--- config.mk ---
export PLATFORM = sky130hd
export DESIGN_NAME = nine_bit_bus_rx
export DESIGN_NICKNAME = d
export VERILOG_FILES = /design/src/rtl/nb_bus_pkg.sv /design/src/rtl/bus_strobe_sync.sv /design/src/rtl/zero_run_detect.sv /design/src/rtl/half_assembler.sv /design/src/rtl/nine_bit_bus_rx.sv
export SDC_FILE = /design/constraint.sdc
export NUM_CORES = 1
export LEC_CHECK = 0
export BUFFER_PORTS_ARGS = -buffer_cell sky130_fd_sc_hd__buf_2
export CORE_MARGIN = 2
export CORE_UTILIZATION = 59
export CTS_BUF_LIST = sky130_fd_sc_hd__clkbuf_2 sky130_fd_sc_hd__clkbuf_4 sky130_fd_sc_hd__clkbuf_8
export DETAILED_ROUTE_END_ITERATION = 6
export PLACE_DENSITY = 0.93
export SETUP_SLACK_MARGIN = 0.5
export SYNTH_ARGS = -nofsm -noshare
export SYNTH_HDL_FRONTEND = slang
export SYNTH_SLANG_ARGS = --single-unit
--- constraint.sdc ---
create_clock -name clk -period 3.15 [get_ports clk]
set_input_delay 0.1575 -clock clk [delete_from_list [all_inputs] [get_ports clk]]
set_output_delay 0.1575 -clock clk [all_outputs]
set_load 0.05 [all_outputs]
--- src/rtl/nb_bus_pkg.sv ---
package nb_bus_pkg;
    typedef enum logic {
        PH_UPPER = 1'b0,
        PH_LOWER = 1'b1
    } phase_e;
endpackage

--- src/rtl/bus_strobe_sync.sv ---
module bus_strobe_sync #(
    parameter int STAGES    = 2,
    parameter bit EDGE_RISE = 1'b1
) (
    input  logic clk,
    input  logic rst_n,
    input  logic strobe_n,
    output logic edge_ev
);
    localparam int SH_W = STAGES + 1;

    typedef struct packed {
        logic [SH_W-1:0] sh;
    } sync_state_t;

    sync_state_t st_d, st_q;
    logic cur, prev;

    always_comb begin
        st_d.sh = {st_q.sh[SH_W-2:0], strobe_n};
    end

    always_ff @(posedge clk or negedge rst_n) begin
        if (!rst_n) st_q <= '{sh: '1};
        else        st_q <= st_d;
    end

    assign cur  = st_q.sh[STAGES-1];
    assign prev = st_q.sh[STAGES];

    generate
        if (EDGE_RISE) begin : g_rise
            assign edge_ev = cur & ~prev;
        end else begin : g_fall
            assign edge_ev = ~cur & prev;
        end
    endgenerate

    // one strobe edge yields a single-cycle event
    p_edge_once_r11: assert property (@(posedge clk) disable iff (!rst_n)
        edge_ev |=> !edge_ev);
endmodule

--- src/rtl/zero_run_detect.sv ---
module zero_run_detect #(
    parameter int RUN = 4
) (
    input  logic clk,
    input  logic rst_n,
    input  logic wr_ev,
    input  logic rd_ev,
    input  logic is_zero_cmd,
    output logic sync_hit
);
    localparam int CW = $clog2(RUN + 1);

    typedef struct packed {
        logic [CW-1:0] cnt;
    } run_state_t;

    run_state_t st_d, st_q;

    always_comb begin
        st_d     = st_q;
        sync_hit = wr_ev && is_zero_cmd && (st_q.cnt == CW'(RUN - 1));
        if (rd_ev || (wr_ev && !is_zero_cmd)) begin
            st_d.cnt = '0;
        end else if (wr_ev) begin
            st_d.cnt = sync_hit ? '0 : st_q.cnt + 1'b1;
        end
    end

    always_ff @(posedge clk or negedge rst_n) begin
        if (!rst_n) st_q <= '{cnt: '0};
        else        st_q <= st_d;
    end

    p_cnt_bound_r5: assert property (@(posedge clk) disable iff (!rst_n)
        st_q.cnt < CW'(RUN));
    p_nonzero_clears_r6: assert property (@(posedge clk) disable iff (!rst_n)
        (wr_ev && !is_zero_cmd) |=> st_q.cnt == '0);
    p_read_clears_r7: assert property (@(posedge clk) disable iff (!rst_n)
        rd_ev |=> st_q.cnt == '0);
endmodule

--- src/rtl/half_assembler.sv ---
module half_assembler
    import nb_bus_pkg::*;
#(
    parameter int HALF_W = 9
) (
    input  logic                  clk,
    input  logic                  rst_n,
    input  logic                  wr_ev,
    input  logic                  sync_hit,
    input  phase_e                phase,
    input  logic [HALF_W-1:0]     din,
    input  logic                  rs,
    output logic                  word_valid,
    output logic [2*HALF_W-1:0]   word_data,
    output logic                  word_is_data
);
    localparam int WORD_W = 2 * HALF_W;

    typedef struct packed {
        logic [HALF_W-1:0] upper;
        logic              upper_rs;
        logic              valid;
        logic [WORD_W-1:0] word;
        logic              tag;
    } asm_state_t;

    asm_state_t st_d, st_q;
    logic all_zero_cmd;

    always_comb begin
        st_d         = st_q;
        st_d.valid   = 1'b0;
        all_zero_cmd = (st_q.upper == '0) && !st_q.upper_rs && (din == '0) && !rs;
        if (wr_ev && !sync_hit) begin
            if (phase == PH_UPPER) begin
                st_d.upper    = din;
                st_d.upper_rs = rs;
            end else if (!all_zero_cmd) begin
                st_d.valid = 1'b1;
                st_d.word  = {st_q.upper, din};
                st_d.tag   = rs;
            end
        end
    end

    always_ff @(posedge clk or negedge rst_n) begin
        if (!rst_n) st_q <= '0;
        else        st_q <= st_d;
    end

    assign word_valid   = st_q.valid;
    assign word_data    = st_q.word;
    assign word_is_data = st_q.tag;

    p_valid_pulse_r3: assert property (@(posedge clk) disable iff (!rst_n)
        word_valid |=> !word_valid);
    p_upper_silent_r4: assert property (@(posedge clk) disable iff (!rst_n)
        (wr_ev && phase == PH_UPPER) |=> !word_valid);
    p_sync_silent_r8: assert property (@(posedge clk) disable iff (!rst_n)
        (wr_ev && sync_hit) |=> !word_valid);
endmodule

--- src/rtl/nine_bit_bus_rx.sv ---
module nine_bit_bus_rx
    import nb_bus_pkg::*;
#(
    parameter int HALF_W      = 9,
    parameter int SYNC_RUN    = 4,
    parameter int SYNC_STAGES = 2
) (
    input  logic                clk,
    input  logic                rst_n,
    input  logic                bus_wr_n,
    input  logic                bus_rd_n,
    input  logic                bus_rs,
    input  logic [HALF_W-1:0]   bus_din,
    output logic [HALF_W-1:0]   bus_dout,
    input  logic [2*HALF_W-1:0] rd_word,
    output logic                word_valid,
    output logic [2*HALF_W-1:0] word_data,
    output logic                word_is_data
);
    localparam int WORD_W = 2 * HALF_W;

    typedef struct packed {
        phase_e            phase;
        logic [WORD_W-1:0] rd_hold;
        logic [HALF_W-1:0] dout;
    } top_state_t;

    top_state_t st_d, st_q;
    logic [1:0] strobe_n;
    logic [1:0] ev;
    logic wr_ev, rd_ev, sync_hit, is_zero_cmd;

    assign strobe_n = {bus_rd_n, bus_wr_n};

    generate
        for (genvar i = 0; i < 2; i++) begin : g_strobe
            bus_strobe_sync #(
                .STAGES    (SYNC_STAGES),
                .EDGE_RISE (i == 0)
            ) i_sync (
                .clk      (clk),
                .rst_n    (rst_n),
                .strobe_n (strobe_n[i]),
                .edge_ev  (ev[i])
            );
        end
    endgenerate

    assign wr_ev       = ev[0];
    assign rd_ev       = ev[1];
    assign is_zero_cmd = !bus_rs && (bus_din == '0);

    zero_run_detect #(.RUN(SYNC_RUN)) i_zero (
        .clk         (clk),
        .rst_n       (rst_n),
        .wr_ev       (wr_ev),
        .rd_ev       (rd_ev),
        .is_zero_cmd (is_zero_cmd),
        .sync_hit    (sync_hit)
    );

    half_assembler #(.HALF_W(HALF_W)) i_asm (
        .clk          (clk),
        .rst_n        (rst_n),
        .wr_ev        (wr_ev),
        .sync_hit     (sync_hit),
        .phase        (st_q.phase),
        .din          (bus_din),
        .rs           (bus_rs),
        .word_valid   (word_valid),
        .word_data    (word_data),
        .word_is_data (word_is_data)
    );

    always_comb begin
        st_d = st_q;
        if (rd_ev) begin
            if (st_q.phase == PH_UPPER) begin
                st_d.dout    = rd_word[WORD_W-1:HALF_W];
                st_d.rd_hold = rd_word;
            end else begin
                st_d.dout = st_q.rd_hold[HALF_W-1:0];
            end
        end
        if (sync_hit) begin
            st_d.phase = PH_UPPER;
        end else if (wr_ev || rd_ev) begin
            st_d.phase = (st_q.phase == PH_UPPER) ? PH_LOWER : PH_UPPER;
        end
    end

    always_ff @(posedge clk or negedge rst_n) begin
        if (!rst_n) st_q <= '{phase: PH_UPPER, rd_hold: '0, dout: '0};
        else        st_q <= st_d;
    end

    assign bus_dout = st_q.dout;

    p_sync_upper_r5: assert property (@(posedge clk) disable iff (!rst_n)
        sync_hit |=> st_q.phase == PH_UPPER);
    p_read_advances_r10: assert property (@(posedge clk) disable iff (!rst_n)
        (rd_ev && !wr_ev && !sync_hit) |=> st_q.phase != $past(st_q.phase));
    p_dout_quiet_r9: assert property (@(posedge clk) disable iff (!rst_n)
        !rd_ev |=> $stable(bus_dout));
endmodule

* Word-level counts from Yosys, hierarchy flattened *
Cells that the tools add are included.

operators by class
  bitwise gates (word level) = 6
  $add $sub $neg = 1
  reduce and logical (&&, ||, !) cells = 21
  eq/ne operators = 1
  muxes and demuxes = 10

operator list
  kind                                                              count
  20-bit two-way mux                                                3
  9-bit zero test                                                   2
  3-bit two-way mux                                                 3
  9-bit two-way mux                                                 1
  1-bit logical AND                                                 8
  1-bit zero test                                                   4
  1-bit inverter                                                    4
  2-bit AND reduction                                               2
  2-bit nonzero test                                                2
  3-bit by 1-bit adder with 3-bit output (second input constant)    1
  3-bit by 2-bit == test with 1-bit output (second input constant)  1
  1-bit two-way mux                                                 3
  3-bit AND reduction                                               1
  1-bit bitwise AND                                                 2
  1-bit logical OR                                                  2

storage, ports and cells
  output and inout port bits = 29
  logic and storage cells = 50
  bits in registers = 58
  bits of input ports = 32

* Longest topological paths before layout *
Gate-level depths: netlist of run 1.

  word-level depth = 7
  mapped depth = 6
  depth with buffers taken out = 5

* Cells and area by module *
A second synthesis of run 1 with hierarchy kept.

second synthesis, totals
  cell total of the unflattened synthesis = 246
  area, all modules = 2,837.7 µm²

modules (own cells, without submodules)
  module           area an instance (µm²)  instances  cells each  sequential area each (µm²)
  half_assembler   1,607.8                 1          148         750.7
  nine_bit_bus_rx  885.8                   1          75          475.5
  bus_strobe_sync  92.6                    2          4           78.8
  zero_run_detect  158.9                   1          15          75.1

* Least setup slack after synthesis of run 1 *
No wires, ideal clock.

  path kind = register to register
  start point = register g_strobe[0].i_sync.st_q[1] (netlist bit)
  end point = register i_asm.st_q, in the netlist i_asm.word_data[17]
  required time = 3,024 ps
  setup time = 126 ps
  arrival time = 1,555 ps
  cell stages (with the launch flop) = 7
  buffers on the path = 2
  clock period less this slack = 1,682 ps
  setup slack = 1,468 ps
  cell sequence = dfstp_2 -> nor2b_1 -> and2_1 -> buf_2 -> o21ai_1 -> buf_4 -> a221o_1

on the way
  word-level cells in the longest chain between the ends = 6

RTL lines
  element                                   line                   RTL
  start, declared                           bus_strobe_sync.sv:16  sync_state_t st_d, st_q;
  start signal, assigned                    bus_strobe_sync.sv:24  if (!rst_n) st_q <= '{sh: '1};
  start signal, assigned                    bus_strobe_sync.sv:25  else st_q <= st_d;
  1-bit bitwise AND (*)                     bus_strobe_sync.sv:33  assign edge_ev = cur & ~prev;
  1-bit logical AND (2 in a row)            zero_run_detect.sv:21  sync_hit = wr_ev && is_zero_cmd && (st_q.cnt == CW'(RUN - 1));
  1-bit zero test                           half_assembler.sv:34   if (wr_ev && !sync_hit) begin
  1-bit logical AND (*)                     half_assembler.sv:34
  3-bit AND reduction (no source line) (*)  -
  end signal, assigned                      half_assembler.sv:48   else st_q <= st_d;
  end, declared                             half_assembler.sv:27   asm_state_t st_d, st_q;

Mark *: on every way between the ends. The rest lies on a longest branch, timed or not.
A chain may end at the register's enable or synchronous reset.

* Worst setup path in the final report of run 1 *
  start point = register st_q[27] (netlist bit)
  end point = register i_asm.st_q, in the netlist i_asm.word_data[17]

on the way
  word-level cells in the longest chain between the ends = 1

RTL lines
  element                               line                   RTL
  start, declared                       nine_bit_bus_rx.sv:28  top_state_t st_d, st_q;
  start signal, assigned                nine_bit_bus_rx.sv:93  if (!rst_n) st_q <= '{phase: PH_UPPER, rd_hold: '0, dout: '0};
  start signal, assigned                nine_bit_bus_rx.sv:94  else st_q <= st_d;
  3-bit AND reduction (no source line)  -

No other way between the ends.

==> metrics, run 1 <==
total congestion overflow=0; via count=1597; FF-to-FF path depth=4; drt initial violations=107; post-CTS sizing=0; die area=4770 um^2; Mapped Cells=192; pwr dens=962 nW/um^2; layout cells sized above 1=47.7%; WHS Path Cells=2; area grow syn2layout=14.4%; hold slack=60.1 ps; Reg power frac=41.6%; min-delay worst type=in2reg; area of the core=4030 um^2; Place WS=997 ps; TritonCTS clock tree=yes; placer congestion estimate=0.811; largest cells by area after synthesis=dfrtp_1 (52%), mux2_2 (11%), buf_4 (8.7%), dfstp_2 (6.3%), a22o_1 (4.2%); Root Buffer=clkbuf_8; num rows=23; synth cell count leaders=dfrtp_1 (52), buf_4 (29), mux2_2 (25), a22o_1 (12); Clk Latency, worst-skew pair=330 ps; Fin. Hold Viols=0; reg2reg start=st_q[27]; Die Y=69.0 um; peak fanout along the critical path=14; share of the synthesized area in the top cell type=52.1%; NetSw=1.09 mW; Worst Skew=6.42 ps; #FFs+latches synth=58; global-route wire length before repair=7.91 mm; Reg clk slew, reported paths=60 ps; Max Cap Viol=0; DRT antenna net count=0; htree depth=3; DR pass1 iterations=6; ys async rst share=100%; GRT Total Usage=21.2%; IO buf count=60; cell taking the most area after synthesis=dfrtp_1; Max Slew Vio Count=0; drt drc=0; setup TNS=0 ps; Slew @ Worst Pin=714 ps; Sink Count=58; Detail Placement HPWL=3.29 mm; Slew headroom=52.4%; post-synthesis cell type count=31; FILL cells=292; number of diodes=0; Setup crit end kind=register; hold endpoint=st_q[16]; Design Area, Final=2860 um^2; Reg2Reg Setup Slack=980 ps; io pins=61; worst setup margin=982 ps; die width=69.0 um; clock buffer depth=2; YS warnings=0; hold_sp=rd_word[7]; crit path time final=2170 ps; RSZ-0062 raised after global routing=no; Synth Flop Type=dfrtp_1; clock buffer count from CTS=9; Critical Path AT=2380 ps; vias per cell=5.53; Starting Density=62.0%; syn_area_per_cell=13.0 um^2; Comb power frac=35.5%; critical path type=reg2reg; Pint=1.65 mW; WL/cell=16.2 um; synthesized area=2500 um^2; register area share after synthesis=58.4%; Worst EP required=3370 ps; Worst R2R End=i_asm.word_data[17]; switching share of power=39.8%; Peak Freq=461 MHz; number of synthesized flops with an enable pin=0; Placed Area=2640 um^2; Clock power frac=22.9%; Final period util=68.8%; largest net degree at the start of global routing=34; LEAKAGE=1.40 nW; Routed WL=4.67 mm; initial antenna violation count=0; status=completed; nets@finish=267; VDD IR-drop max=627 uV; CP startpoint kind=register; Final Setup Violations=0; syn_nets=225; vias in the first global route=1727; most numerous cell in the Yosys netlist=dfrtp_1
-- layer usage --
metal  share of wire, %  global-route usage (%)
met2                 51                    35.8
met1                 41                    25.2
met3                6.2                    5.99
met5                  0                       0
met4                1.7                    9.80
-- worst max-delay path by stage --
stage | from | endpoint | slack, ps | cells after the start
after floorplan | g_strobe[0].i_sync.st_q[1] | i_asm.word_data[17] | 1470 | 6
after global placement | bus_din[5] | i_asm.word_data[8] | 1070 | 6
after detailed placement | bus_din[5] | i_asm.word_data[11] | 1000 | 6
after CTS | st_q[27] | i_asm.word_data[17] | 990 | 4
after global routing | st_q[27] | i_asm.word_data[17] | 840 | 4
final | st_q[27] | i_asm.word_data[17] | 980 | 4
-- sequential cells by signal, indices dropped and copies added, names as in the netlist --
signal and flops:
i_asm.st_q 10, i_asm.word_data 18, i_asm.word_is_data 1, g_strobe.i_sync.st_q 6
i_asm.word_valid 1, st_q 10, i_zero.st_q 3, bus_dout 9
-- cells by family after synthesis --
group           synth area share (%)
flops                           58.4
mux                             14.9
compound gates                  9.27
buf+inv                         9.72
simple gates                    7.17
fa+ha+maj                      0.501
-- through the flow --
stage	power (mW)	util (%)	std cells
after floorplan	2.06	-	192
after global placement	2.08	65.4	270
after detailed placement	2.13	65.4	270
after CTS	2.76	70.9	289
after global routing	2.87	70.9	289
final	2.75	70.9	289
-- cells in the final DEF, fill, tap and decap left out, drive strengths merged, types with 2 or more instances in the layout --
| master | netlist | routed |
|---|---|---|
| nor2 | 5 | 5 |
| clkinv | 0 | 2 |
| dfrtp | 52 | 52 |
| mux2i | 9 | 9 |
| dfstp | 6 | 6 |
| a21oi | 2 | 2 |
| nor4 | 4 | 4 |
| nand3 | 2 | 2 |
| mux2 | 25 | 25 |
| dlygate4sd3 | 0 | 3 |
| buf | 31 | 62 |
| nand2b | 3 | 3 |
| clkbuf | 3 | 14 |
| o21ai | 13 | 13 |
| a22o | 12 | 12 |
| and2 | 2 | 2 |
| nand2 | 11 | 11 |
| nor2b | 3 | 3 |
-- power by group through the flow --
stage | logic (mW) | registers [mW] | clock network, mW
detailed placement | 0.977 | 1.15 | 0
global route | 1.03 | 1.17 | 0.673
floorplan | 0.950 | 1.11 | 0
CTS | 0.985 | 1.14 | 0.638
global placement | 0.946 | 1.14 | 0
finish | 0.975 | 1.14 | 0.629
-- timing repair --
item                      in CTS  in global routing
buffers inserted               0                  0
hold buffers                   3                  0
hold endpoints to repair      34                  0
-- cell type report --
type / instances / area (um^2) / share of cell area, %
clock inverter: 2 / 10.0 / 0.351
clock buffer: 14 / 180 / 6.31
sequential: 58 / 1460 / 51.1
timing repair buffer: 65 / 345 / 12.1
inverter: 1 / 3.75 / 0.131
multi-input combinational: 99 / 795 / 27.8
tap: 50 / 62.6 / 2.19
-- worst max-delay path, stage by stage (launching register included) --
cell and delay [ps]:
dfrtp_1 750, and2_1 390, o21ai_1 280, buf_4 280, a221o_1 350
(Power assumes the default switching activity.)
==> run 2, diff against run 1 <==
--- a/config.mk
+++ b/config.mk
@@ -7,10 +7,10 @@
 export LEC_CHECK = 0
 export BUFFER_PORTS_ARGS = -buffer_cell sky130_fd_sc_hd__buf_2
 export CORE_MARGIN = 2
-export CORE_UTILIZATION = 59
+export CORE_UTILIZATION = 55
 export CTS_BUF_LIST = sky130_fd_sc_hd__clkbuf_2 sky130_fd_sc_hd__clkbuf_4 sky130_fd_sc_hd__clkbuf_8
 export DETAILED_ROUTE_END_ITERATION = 6
-export PLACE_DENSITY = 0.93
+export PLACE_DENSITY = 0.88
 export SETUP_SLACK_MARGIN = 0.5
 export SYNTH_ARGS = -nofsm -noshare
 export SYNTH_HDL_FRONTEND = slang
==> constraint.sdc (replaced) <==
create_clock -name clk -period 2.3 [get_ports clk]
set_input_delay 0.115 -clock clk [delete_from_list [all_inputs] [get_ports clk]]
set_output_delay 0.115 -clock clk [all_outputs]
set_load 0.05 [all_outputs]
==> run 2 against run 1 <==
Effect of this change: wire length decreased by 5.8%; via count decreased by 1.8%; die area increased by 6.8%.
==> metrics, run 2 (synthesis results as in run 1) <==
status=completed; io pins=61; Fin. Hold Viols=0; Slew @ Worst Pin=461 ps; Worst Skew=8.11 ps; VDD IR-drop max=738 uV; Reg power frac=40.7%; max reg flops=18; largest net degree at the start of global routing=59; crit path time final=1690 ps; WL/cell=14.9 um; Post-CTS Setup Bufs=0; Util after Layout=66.9%; most common cell after layout, fill and taps aside=buf_2; Slew headroom=69.2%; Max Cap Viol=0; pwr dens=1290 nW/um^2; Pwr Total=3.76 mW; CP startpoint kind=register; commonest non-fill, non-tap cells in the layout=buf_2 (60), dfrtp_1 (52), mux2_2 (25); min-delay worst type=in2reg; Starting Density=57.3%; Comb power frac=36.3%; setup TNS=0 ps; Max Slew Vio Count=0; area of the core=4350 um^2; DR pass1 iterations=4; peak fanout along the critical path=9; drt drc=0; drt initial violations=106; Sink Count=58; Critical Path AT=1890 ps; hold slack=27.7 ps; Clk Latency, worst-skew pair=320 ps; RSZ-0062 raised after global routing=no; Routed WL=4.40 mm; layout cells sized above 1=49.8%; TritonCTS clock tree=yes; global-route wire length before repair=7.24 mm; via count=1569; Die Y=71.4 um; number of diodes=0; GRT Total Usage=19.0%; htree depth=3; IO buf count=60; Setup crit end kind=register; Pint=2.29 mW; LEAKAGE=1.43 nW; area grow syn2layout=16.6%; switching share of power=39.1%; Detail Placement HPWL=3.03 mm; NetSw=1.47 mW; vias per cell=5.32; DRT antenna net count=0; total congestion overflow=0; Root Buffer=clkbuf_8; Peak Freq=593 MHz; clock buffer depth=2; Worst EP required=2510 ps; vias in the first global route=1577; clock buffer count from CTS=9; num rows=24; initial antenna violation count=0; critical path type=reg2reg; Final period util=73.3%; Reg clk slew, reported paths=60 ps; Final Setup Violations=0; nets@finish=271; Clock power frac=23.0%; die area=5090 um^2; die width=71.4 um; placer congestion estimate=0.758
run 2: worst max-delay path: stages, from the launching register on:
cell and delay, ps:
dfrtp_1 390, nor4_1 310, a31oi_1 160, o21ai_2 170, buf_4 200, mux2_2 340
run 2: power groups by stage:
stage | sequential [mW] | clock, mW | combinational [mW]
2_1_floorplan | 1.51 | 0 | 1.30
3_3_place_gp | 1.53 | 0 | 1.33
3_5_place_dp | 1.55 | 0 | 1.37
4_1_cts | 1.54 | 0.884 | 1.37
5_1_grt | 1.58 | 0.935 | 1.44
6_report | 1.53 | 0.865 | 1.36
run 2: cell type report:
class,count,area (um^2)
clock buffer,16,189
fill,329,1440
inverter,1,3.75
multi-input combinational,99,803
sequential,58,1460
tap,52,65.1
timing repair buffer,69,392
run 2: through the flow:
step	worst slack [ps]	area, um^2	instances
2_1_floorplan	618	2500	192
3_3_place_gp	480	2680	276
3_5_place_dp	427	2680	276
4_1_cts	512	2900	295
5_1_grt	528	2910	295
6_report	614	2910	295
run 2: final timing paths:
check / start / end / slack, ps / depth (start not counted)
setup reg to reg: i_asm.st_q[21] / i_asm.word_data[14] / 610 / 5
max in group asynchronous: rst_n / g_strobe[1].i_sync.st_q[2] / 1670 / 3
hold / removal: rd_word[0] / st_q[9] / 30 / 2
setup / recovery: i_asm.st_q[21] / i_asm.word_data[14] / 610 / 5
hold reg to reg: g_strobe[1].i_sync.st_q[0] / g_strobe[1].i_sync.st_q[1] / 360 / 0
min in group asynchronous: rst_n / i_asm.word_data[8] / 320 / 3
run 2: metal layers:
layer	routed length, um	vias to the layer above	global-route usage, %	part of all wire, %
li1	-	743	-	-
met1	1890	775	24.0	43
met2	2240	45	29.3	51
met3	215	6	6.61	4.9
met4	56	0	9.22	1.3
met5	0	-	0	0
run 2: what timing repair did:
item | CTS | global route
endpoints found under the hold margin | 54 | 0
resized for setup | 1 | 4
hold buffers | 3 | 0
endpoints found under the setup margin | 9 | 11
pin swaps | 0 | 0
